===== src/rtl/par_hsk_pkg.sv =====
package par_hsk_pkg;
  typedef enum logic [1:0] {
    LAT_HOST_RD  = 2'd0,
    LAT_RDY2BSY  = 2'd1,
    LAT_BSY2RDY  = 2'd2,
    LAT_HOST_RD2 = 2'd3
  } lat_src_e;

  typedef enum logic [2:0] {
    HS_IDLE,
    HS_WAIT_RDY,
    HS_ASSERT,
    HS_WAIT_DONE,
    HS_PULSE
  } hs_state_e;
endpackage


===== src/rtl/par_hsk_sync.sv =====
module par_hsk_sync #(
  parameter int W      = 2,
  parameter int STAGES = 2
) (
  input  logic         clk_i,
  input  logic         rst_ni,
  input  logic [W-1:0] d_i,
  output logic [W-1:0] q_o
);
  for (genvar b = 0; b < W; b++) begin : g_bit
    logic [STAGES-1:0] stg_q;
    always_ff @(posedge clk_i or negedge rst_ni) begin
      if (!rst_ni) stg_q <= '0;
      else         stg_q <= {stg_q[STAGES-2:0], d_i[b]};
    end
    assign q_o[b] = stg_q[STAGES-1];
  end
endmodule


===== src/rtl/par_hsk_ctrl.sv =====
module par_hsk_ctrl
  import par_hsk_pkg::*;
#(
  parameter int PULSE_W = 4
) (
  input  logic clk_i,
  input  logic rst_ni,
  input  logic start_i,
  input  logic pulse_mode_i,
  input  logic pack_i,
  input  logic flag_rdy_i,
  output logic ctl_act_o,
  output logic busy_o,
  output logic half_o
);
  localparam int CW = $clog2(PULSE_W + 1);

  hs_state_e      state_q, state_d;
  logic [CW-1:0]  cnt_q, cnt_d;
  logic           half_q, half_d;
  logic           done;

  always_comb begin
    state_d = state_q;
    cnt_d   = cnt_q;
    half_d  = half_q;
    done    = 1'b0;
    unique case (state_q)
      HS_IDLE: if (start_i) state_d = HS_WAIT_RDY;
      HS_WAIT_RDY: begin
        if (pulse_mode_i) begin
          state_d = HS_PULSE;
          cnt_d   = '0;
        end else if (flag_rdy_i) begin
          state_d = HS_ASSERT;
        end
      end
      HS_ASSERT:    if (!flag_rdy_i) state_d = HS_WAIT_DONE;
      HS_WAIT_DONE: if (flag_rdy_i) done = 1'b1;
      HS_PULSE: begin
        if (cnt_q == CW'(PULSE_W - 1)) done = 1'b1;
        else cnt_d = cnt_q + 1'b1;
      end
      default: state_d = HS_IDLE;
    endcase
    if (done) begin
      if (pack_i && !half_q) begin
        half_d  = 1'b1;
        state_d = HS_WAIT_RDY;
      end else begin
        half_d  = 1'b0;
        state_d = HS_IDLE;
      end
    end
  end

  always_ff @(posedge clk_i or negedge rst_ni) begin
    if (!rst_ni) begin
      state_q <= HS_IDLE;
      cnt_q   <= '0;
      half_q  <= 1'b0;
    end else begin
      state_q <= state_d;
      cnt_q   <= cnt_d;
      half_q  <= half_d;
    end
  end

  assign ctl_act_o = (state_q == HS_ASSERT) || (state_q == HS_WAIT_DONE) ||
                     (state_q == HS_PULSE);
  assign busy_o    = (state_q != HS_IDLE);
  assign half_o    = half_q;
endmodule


===== src/rtl/par_hsk_inlat.sv =====
module par_hsk_inlat
  import par_hsk_pkg::*;
#(
  parameter int DW = 16
) (
  input  logic          clk_i,
  input  logic          rst_ni,
  input  logic [DW-1:0] din_i,
  input  logic          rdy_i,
  input  lat_src_e      lat_lo_i,
  input  lat_src_e      lat_hi_i,
  input  logic          pack_i,
  input  logic          rd_i,
  output logic [DW-1:0] rd_data_o,
  output logic          data_rdy_o,
  output logic          rdy_set_o
);
  localparam int HL = DW / 2;

  logic          prev_rdy_q;
  logic          r2b, b2r;
  logic          in_half_q;
  logic          rdy_q;
  logic [1:0]    evt, host_rd, ld;
  logic [HL-1:0] src  [2];
  logic [HL-1:0] lane_q [2];
  lat_src_e      sel  [2];

  assign r2b    = prev_rdy_q & ~rdy_i;
  assign b2r    = ~prev_rdy_q & rdy_i;
  assign sel[0] = lat_lo_i;
  assign sel[1] = lat_hi_i;

  for (genvar l = 0; l < 2; l++) begin : g_lane
    assign evt[l]     = ((sel[l] == LAT_RDY2BSY) && r2b) ||
                        ((sel[l] == LAT_BSY2RDY) && b2r);
    assign host_rd[l] = (sel[l] == LAT_HOST_RD) || (sel[l] == LAT_HOST_RD2);

    always_ff @(posedge clk_i or negedge rst_ni) begin
      if (!rst_ni)    lane_q[l] <= '0;
      else if (ld[l]) lane_q[l] <= src[l];
    end
  end

  // packing reuses the low-lane edge for both halves
  assign ld[0]  = pack_i ? (evt[0] & ~in_half_q) : evt[0];
  assign ld[1]  = pack_i ? (evt[0] & in_half_q)  : evt[1];
  assign src[0] = din_i[HL-1:0];
  assign src[1] = pack_i ? din_i[HL-1:0] : din_i[DW-1:HL];

  assign rdy_set_o = pack_i ? (evt[0] & in_half_q) : (evt[0] | evt[1]);

  always_ff @(posedge clk_i or negedge rst_ni) begin
    if (!rst_ni) begin
      prev_rdy_q <= 1'b0;
      in_half_q  <= 1'b0;
      rdy_q      <= 1'b0;
    end else begin
      prev_rdy_q <= rdy_i;
      if (pack_i && evt[0]) in_half_q <= ~in_half_q;
      if (rdy_set_o)        rdy_q     <= 1'b1;
      else if (rd_i)        rdy_q     <= 1'b0;
    end
  end

  assign rd_data_o[HL-1:0]  = host_rd[0] ? din_i[HL-1:0] : lane_q[0];
  assign rd_data_o[DW-1:HL] = (!pack_i && host_rd[1]) ? din_i[DW-1:HL] : lane_q[1];
  assign data_rdy_o         = rdy_q;
endmodule


===== src/rtl/par_hsk_port.sv =====
module par_hsk_port
  import par_hsk_pkg::*;
#(
  parameter int DW       = 16,
  parameter int PULSE_W  = 4,
  parameter int SYNC_STG = 2
) (
  input  logic        clk_i,
  input  logic        rst_ni,
  input  logic        wr_en_i,
  input  logic [15:0] wr_data_i,
  input  logic        rd_en_i,
  output logic [15:0] rd_data_o,
  output logic        busy_o,
  output logic        data_rdy_o,
  output logic        sts_ok_o,
  output logic [15:0] pdata_o,
  input  logic [15:0] pdata_i,
  output logic        ctl_o,
  input  logic        flag_i,
  input  logic        sts_i,
  input  logic        cfg_ctl_act_low_i,
  input  logic        cfg_flag_rdy_low_i,
  input  logic        cfg_sts_ok_low_i,
  input  logic        cfg_din_inv_i,
  input  logic        cfg_dout_inv_i,
  input  logic        cfg_pulse_mode_i,
  input  logic [1:0]  cfg_lat_lo_i,
  input  logic [1:0]  cfg_lat_hi_i,
  input  logic        cfg_clr_on_rst_i,
  input  logic        cfg_pack8_i
);
  localparam int HL = DW / 2;

  logic [1:0]    hs_sync;
  logic          flag_s, sts_s, flag_rdy;
  logic          ctl_act, start, half;
  logic [DW-1:0] dout_q, out_word, din_log;

  par_hsk_sync #(.W(2), .STAGES(SYNC_STG)) u_sync (
    .clk_i (clk_i),
    .rst_ni(rst_ni),
    .d_i   ({sts_i, flag_i}),
    .q_o   (hs_sync)
  );
  assign flag_s   = hs_sync[0];
  assign sts_s    = hs_sync[1];
  assign flag_rdy = flag_s ^ cfg_flag_rdy_low_i;
  assign sts_ok_o = sts_s ^ cfg_sts_ok_low_i;

  assign start = wr_en_i & ~busy_o;

  par_hsk_ctrl #(.PULSE_W(PULSE_W)) u_ctrl (
    .clk_i       (clk_i),
    .rst_ni      (rst_ni),
    .start_i     (start),
    .pulse_mode_i(cfg_pulse_mode_i),
    .pack_i      (cfg_pack8_i),
    .flag_rdy_i  (flag_rdy),
    .ctl_act_o   (ctl_act),
    .busy_o      (busy_o),
    .half_o      (half)
  );

  // word survives reset unless clear-on-reset is selected
  always_ff @(posedge clk_i) begin
    if (!rst_ni) begin
      if (cfg_clr_on_rst_i) dout_q <= '0;
    end else if (start) begin
      dout_q <= wr_data_i;
    end
  end

  assign out_word = cfg_pack8_i ?
                    {{HL{1'b0}}, (half ? dout_q[DW-1:HL] : dout_q[HL-1:0])} :
                    dout_q;
  assign pdata_o  = out_word ^ {DW{cfg_dout_inv_i}};
  assign ctl_o    = ctl_act ^ cfg_ctl_act_low_i;
  assign din_log  = pdata_i ^ {DW{cfg_din_inv_i}};

  par_hsk_inlat #(.DW(DW)) u_lat (
    .clk_i     (clk_i),
    .rst_ni    (rst_ni),
    .din_i     (din_log),
    .rdy_i     (flag_rdy),
    .lat_lo_i  (lat_src_e'(cfg_lat_lo_i)),
    .lat_hi_i  (lat_src_e'(cfg_lat_hi_i)),
    .pack_i    (cfg_pack8_i),
    .rd_i      (rd_en_i),
    .rd_data_o (rd_data_o),
    .data_rdy_o(data_rdy_o),
    .rdy_set_o ()
  );
endmodule


===== config.mk =====
export PLATFORM = sky130hd
export DESIGN_NAME = par_hsk_port
export DESIGN_NICKNAME = d
export VERILOG_FILES = /design/src/rtl/par_hsk_pkg.sv /design/src/rtl/par_hsk_sync.sv /design/src/rtl/par_hsk_ctrl.sv /design/src/rtl/par_hsk_inlat.sv /design/src/rtl/par_hsk_port.sv
export SDC_FILE = /design/constraint.sdc
export NUM_CORES = 1
export LEC_CHECK = 0
export BUFFER_PORTS_ARGS = -buffer_cell sky130_fd_sc_hd__buf_2
export CORE_MARGIN = 2
export CORE_UTILIZATION = 48
export CTS_BUF_LIST = sky130_fd_sc_hd__clkbuf_4
export DETAILED_ROUTE_END_ITERATION = 10
export HOLD_SLACK_MARGIN = 0.03
export PLACE_DENSITY_LB_ADDON = 0.08
export SKIP_LAST_GASP = 1
export SYNTH_ARGS = -nofsm -noshare
export SYNTH_HDL_FRONTEND = slang
export SYNTH_HIERARCHICAL = 1
export SYNTH_SLANG_ARGS = --single-unit

===== constraint.sdc =====
create_clock -name clk_i -period 1.97 [get_ports clk_i]
set_input_delay 0.2955 -clock clk_i [delete_from_list [all_inputs] [get_ports clk_i]]
set_output_delay 0.2955 -clock clk_i [all_outputs]
set_load 0.01 [all_outputs]

=== Word-level counts from Yosys, hierarchy flattened ===
Index checks and enable logic that the tools add are counted.

* Input port bits: 50
* Logic and storage cells: 98
* Output and inout bits: 36
* Bits in registers: 46

* Bitwise logic cells: 15
* Reductions and logical operators: 26
* Equal/unequal tests: 18
* Mux-type cells: 27
* $add $sub $neg: 1

{| class="wikitable"
|+ Operators by type and width
! kind !! number
|-
| $mux W16 || 4
|-
| $mux W8 || 4
|-
| $xor A16 B16 Y16 || 2
|-
| $mux W3 || 7
|-
| $pmux W3 S4 || 1
|-
| $eq A3 B2 Y1 const B || 3
|-
| $mux W1 || 9
|-
| $eq A2 B2 Y1 const B || 4
|-
| $logic_and A1 B1 Y1 || 7
|-
| $logic_or A1 B1 Y1 || 6
|-
| $pmux W3 S2 || 1
|-
| $reduce_bool A2 Y1 || 3
|-
| $and A1 B1 Y1 || 5
|-
| $eq A2 B1 Y1 const B || 2
|-
| $logic_not A2 Y1 || 2
|-
| $ne A2 B1 Y1 const B || 2
|-
| $ne A2 B2 Y1 const B || 2
|-
| $ne A4 B2 Y1 const B || 1
|-
| $not A1 Y1 || 4
|-
| $reduce_and A4 Y1 || 1
|-
| $add A3 B1 Y3 const B || 1
|-
| $eq A3 B1 Y1 const B || 1
|-
| $eq A3 B3 Y1 const B || 1
|-
| $logic_not A3 Y1 || 1
|-
| other kinds (10) || 13
|}

=== Longest topological paths before layout ===
* Word-level depth: 8
* Gate-level depth with buffers: 8
* Depth with buffers taken out: 7

=== Cells and area by module ===
Netlist, hierarchy kept.

{| class="wikitable"
|+ By module, submodules not included
! module !! times used !! area each (µm²) !! sequential area each (µm²) !! cells an instance
|-
| par_hsk_inlat || 1 || 1227.4 || 475.5 || 115
|-
| par_hsk_port || 1 || 1099.8 || 480.5 || 92
|-
| par_hsk_ctrl || 1 || 445.4 || 175.2 || 44
|-
| par_hsk_sync || 1 || 115.1 || 100.1 || 6
|}

=== Least setup slack after synthesis ===
No wires, ideal clock.

* Path type: register to register
* Start point: register u_sync.g_bit[0].stg_q[1]
* End point: register u_lat/lane_q[0] (netlist name)
* Path buffers: 3
* Stages on the path, launching flop included: 8
* Slack: 78 ps
* Period minus slack after synthesis: 1892 ps
* Required time: 1876 ps
* Library setup time: 94 ps
* Arrival: 1798 ps
* Cell sequence: dfrtp_1 buf_4 xor2_1 and4bb_2 buf_6 or2_1 buf_6 a221oi_2

* Cells in the longest elaborated chain, start to end: 7
* Elaborated cells between the ends (all ways): 12
* Classes of those cells: mux: 1; bitwise: 5; reduce/logical: 6

{| class="wikitable"
|+ RTL lines
! item !! line !! RTL
|-
| start: declaration || par_hsk_sync.sv:11 || <nowiki>logic [STAGES-1:0] stg_q;</nowiki>
|-
| start signal: assignment || par_hsk_sync.sv:14 || <nowiki>else stg_q <= {stg_q[STAGES-2:0], d_i[b]};</nowiki>
|-
| $xor A1 B1 Y1 * || par_hsk_port.sv:48 || <nowiki>assign flag_rdy = flag_s ^ cfg_flag_rdy_low_i;</nowiki>
|-
| net flag_rdy || par_hsk_port.sv:36 || <nowiki>logic flag_s, sts_s, flag_rdy;</nowiki>
|-
| $not A1 Y1 || par_hsk_inlat.sv:29 || <nowiki>assign r2b = prev_rdy_q & ~rdy_i;</nowiki>
|-
| $and A1 B1 Y1 || par_hsk_inlat.sv:29 ||
|-
| $logic_and A1 B1 Y1 || par_hsk_inlat.sv:35 || <nowiki>assign evt[l] = ((sel[l] == LAT_RDY2BSY) && r2b) ||</nowiki>
|-
| $logic_or A1 B1 Y1 || par_hsk_inlat.sv:35 ||
|-
| $and A1 B1 Y1 || par_hsk_inlat.sv:47 || <nowiki>assign ld[1] = pack_i ? (evt[0] & in_half_q) : evt[1];</nowiki>
|-
| $mux W1 * || par_hsk_inlat.sv:47 ||
|-
| end signal: indexed assignment || par_hsk_inlat.sv:41 || <nowiki>else if (ld[l]) lane_q[l] <= src[l];</nowiki>
|-
| end: declaration || par_hsk_inlat.sv:26 || <nowiki>logic [HL-1:0] lane_q [2];</nowiki>
|}

The timed path passes the listed nets; every way through them passes the cells marked *.
A chain may end at the register's enable or synchronous reset.

=== Worst setup path after layout ===
* Start point: register u_ctrl.state_q[0]
* End point: output ctl_o

* Cells in the longest elaborated chain, start to end: 4
* Elaborated cells between the ends (all ways): 6
* Classes of those cells: eq/ne: 3; bitwise: 1; reduce/logical: 2

{| class="wikitable"
|+ RTL lines
! item !! line !! RTL
|-
| start: declaration || par_hsk_ctrl.sv:18 || <nowiki>hs_state_e state_q, state_d;</nowiki>
|-
| start signal: assignment || par_hsk_ctrl.sv:63 || <nowiki>state_q <= state_d;</nowiki>
|-
| $eq A3 B2 Y1 || par_hsk_ctrl.sv:69 || <nowiki>assign ctl_act_o = (state_q == HS_ASSERT) || (state_q == HS_WAIT_DONE) ||</nowiki>
|-
| $logic_or A1 B1 Y1 || par_hsk_ctrl.sv:69 ||
|-
| $logic_or A1 B1 Y1 * || par_hsk_ctrl.sv:69 ||
|-
| net ctl_act || par_hsk_port.sv:37 || <nowiki>logic ctl_act, start, half;</nowiki>
|-
| $xor A1 B1 Y1 * || par_hsk_port.sv:78 || <nowiki>assign ctl_o = ctl_act ^ cfg_ctl_act_low_i;</nowiki>
|-
| end: declaration || par_hsk_port.sv:19 || <nowiki>output logic ctl_o,</nowiki>
|}

Marks and branches as above.

==> results.md <==
* Slack of the worst reg-to-reg path at 160 ps
* Mean Syn Cell Area at ~11 um2
* Crit Path Category: reg -> out
* Max clock buf depth at 2
* Worst-skew pair later-pin latency at between 300 and 400 ps
* GRT overflow at 0
* Period utilization at 93.8%
* CP Launch Type: flop
* CTS Root Cell: clkbuf_4
* Via density per instance at 4.97
* Crit Path Max Fanout at 7
* Critical path's slowest cell: dfrtp_1
* RSZ-0062 raised after global routing: no
* Clk sinks at 46
* Worst-margin pin slew at 497 ps
* Vias in the first global route at 1911
* Finished Cell Area at 3440 um2
* Worst endpoint required time at 1670 ps
* Pwr/cell area at just over 1000 nW/um2
* All-Layer GR Usage at 17.2%
* First-pass GRT wire length at 8.76 mm
* FF-to-FF End: u_ctrl/state_q[0]$_DFFE_PN0P_
* Post-Syn Instances at 256
* Setup TNS Final at 0 ps
* Post-Syn Area at 2880 um2
* I/O pin count at 86
* Crit-path leading delay family: flip-flops
* R2R depth at 7
* Util after Layout at 58.8%
* Number of input and output port buffers inserted at 85
* # DRC at 0
* Starting Density at between 40 and 50%
* Core Area at about 6000 um2
* Via count at 2088
* Hold crit path type: in -> async
* Pre-CTS setup slack at 119 ps
* CP Capture Type: primary output
* Critical path, cell by cell: nor2_4 -> nand2_1 -> o21ai_0 -> xor2_1 -> buf_2
* VDD IR max at 0.453 mV
* Worst setup path start: u_ctrl/state_q[0]$_DFFE_PN0P_
* Pin count of the biggest net entering global routing at 47
* Max Cap Viol at 0
* Ant. Diodes at 0
* Overall power at 0.00354 W
* ANT nets after route at 0
* Share of cells above drive strength 1 at 40.3%
* Cell Area, Placed at 3350 um2
* Area grow syn2layout at 19.3%
* Setup-failing EPs final at 0
* Critical path buffers and inverters at 1
* TritonCTS clock tree: done
* Die Height at 81.5 um
* DP HPWL at between 4 and 5 mm
* Static leakage at 1.60 nW
* Outcome: finished, final reports clean
* DIE WIDTH at 81.5 um
* DRT iter0 DRCs at 60
* Final nets at 400
* Wire length per cell at 13.0 um
* R2r startpoint: u_ctrl/state_q[0]$_DFFE_PN0P_
* Post-Route WL at 5.48 mm
* Post-synthesis net count at 312
* Max stage delay on crit path at 480 ps
* Pre-Repair DR Iteration Count at 4
* H-tree depth at 2
* Arrival time worst endpoint at 1550 ps
* PnR worst setup slack at 122 ps
* Yosys warnings at 6
* Num CTS Buffers at 5
* Full die area at 6640 um2
* Clock-pin slew on the worst setup and hold paths at around 120 ps
* Post-CTS Setup Bufs at 0
* Pins over their slew limit at 0
* Max Freq at approximately 0.54 GHz
* FP Rows at 28
* Post-route minimum period at 1850 ps
* Clock Skew at 5.41 ps
* Initial antenna violation count at 0
* Routability cong. at around 0.77
* Slew headroom at ~67%
* Final Hold Vio Count at 0
-- what timing repair did --
item,CTS,global route
resized for setup,0,3
hold endpoints to repair,1,1
setup endpoints to repair,0,3
hold buffers,1,1
-- cells in the final DEF, fill, tap and decap left out, types with 8 or more instances in the layout --
cell type and n:
mux2i_1 8, buf_2 85, nor3_1 9, xnor2_1 17
o21ai_0 12, clkbuf_4 8, mux2_2 17, xor2_1 19
inv_1 16, a221oi_2 8, and2_1 16, edfxtp_1 16
buf_4 9, a211oi_1 8, nand2b_1 8, dfrtp_1 30
nand2_1 11
-- layout make-up --
class | instances | area [um2]
Fill cell | 531 | 2410
Multi-Input combinational cell | 179 | 1480
Sequential cell | 46 | 1230
Timing Repair Buffer | 96 | 513
Tap cell | 75 | 93.8
Clock buffer | 8 | 60.1
Inverter | 16 | 60.1
-- power by group --
part           internal [W]  switching, W  total [W]
sequential          0.00130      0.000195    0.00149
combinational      0.000799      0.000782    0.00158
clock              0.000184      0.000285   0.000469
-- worst max path at each step --
stage	end	slack, ps	cells past startpoint
3_5_place_dp	u_ctrl/state_q[0]$_DFFE_PN0P_	120	7
5_1_grt	ctl_o	40	5
3_3_place_gp	u_ctrl/state_q[0]$_DFFE_PN0P_	170	7
2_1_floorplan	u_lat/lane_q[0]$_DFFE_PN0P_	80	7
6_report	ctl_o	120	5
4_1_cts	ctl_o	80	5
-- stage by stage --
| step | hold slack, ps | cells |
|---|---|---|
| after CTS | 34.8 | 419 |
| after detailed placement | 342 | 410 |
| after global placement | 336 | 410 |
| final | 22.3 | 420 |
| after global routing | 60.3 | 420 |
| after floorplan | -0.0911 | 256 |
-- per-layer routing --
| metal | part of all wire (%) | global-route usage (%) | wire [um] |
|---|---|---|---|
| met1 | 45 | 21.8 | 2460 |
| met2 | 49 | 29.4 | 2660 |
| met3 | 5.1 | 2.75 | 281 |
| met4 | 1.4 | 6.61 | 74 |
| met5 | 0 | 0 | 0 |
-- sequential cells by signal, indices dropped and copies added (netlist names) --
| name | flops |
|---|---|
| u_ctrl/half_o | 1 |
| u_lat/in_half_q | 1 |
| u_lat/lane_q | 16 |
| u_ctrl/state_q | 3 |
| u_lat/data_rdy_o | 1 |
| u_lat/prev_rdy_q | 1 |
| dout_q | 16 |
| u_ctrl/cnt_q | 3 |
| u_sync/g_bit.stg_q | 4 |
Power figures use the tool's default switching activity.
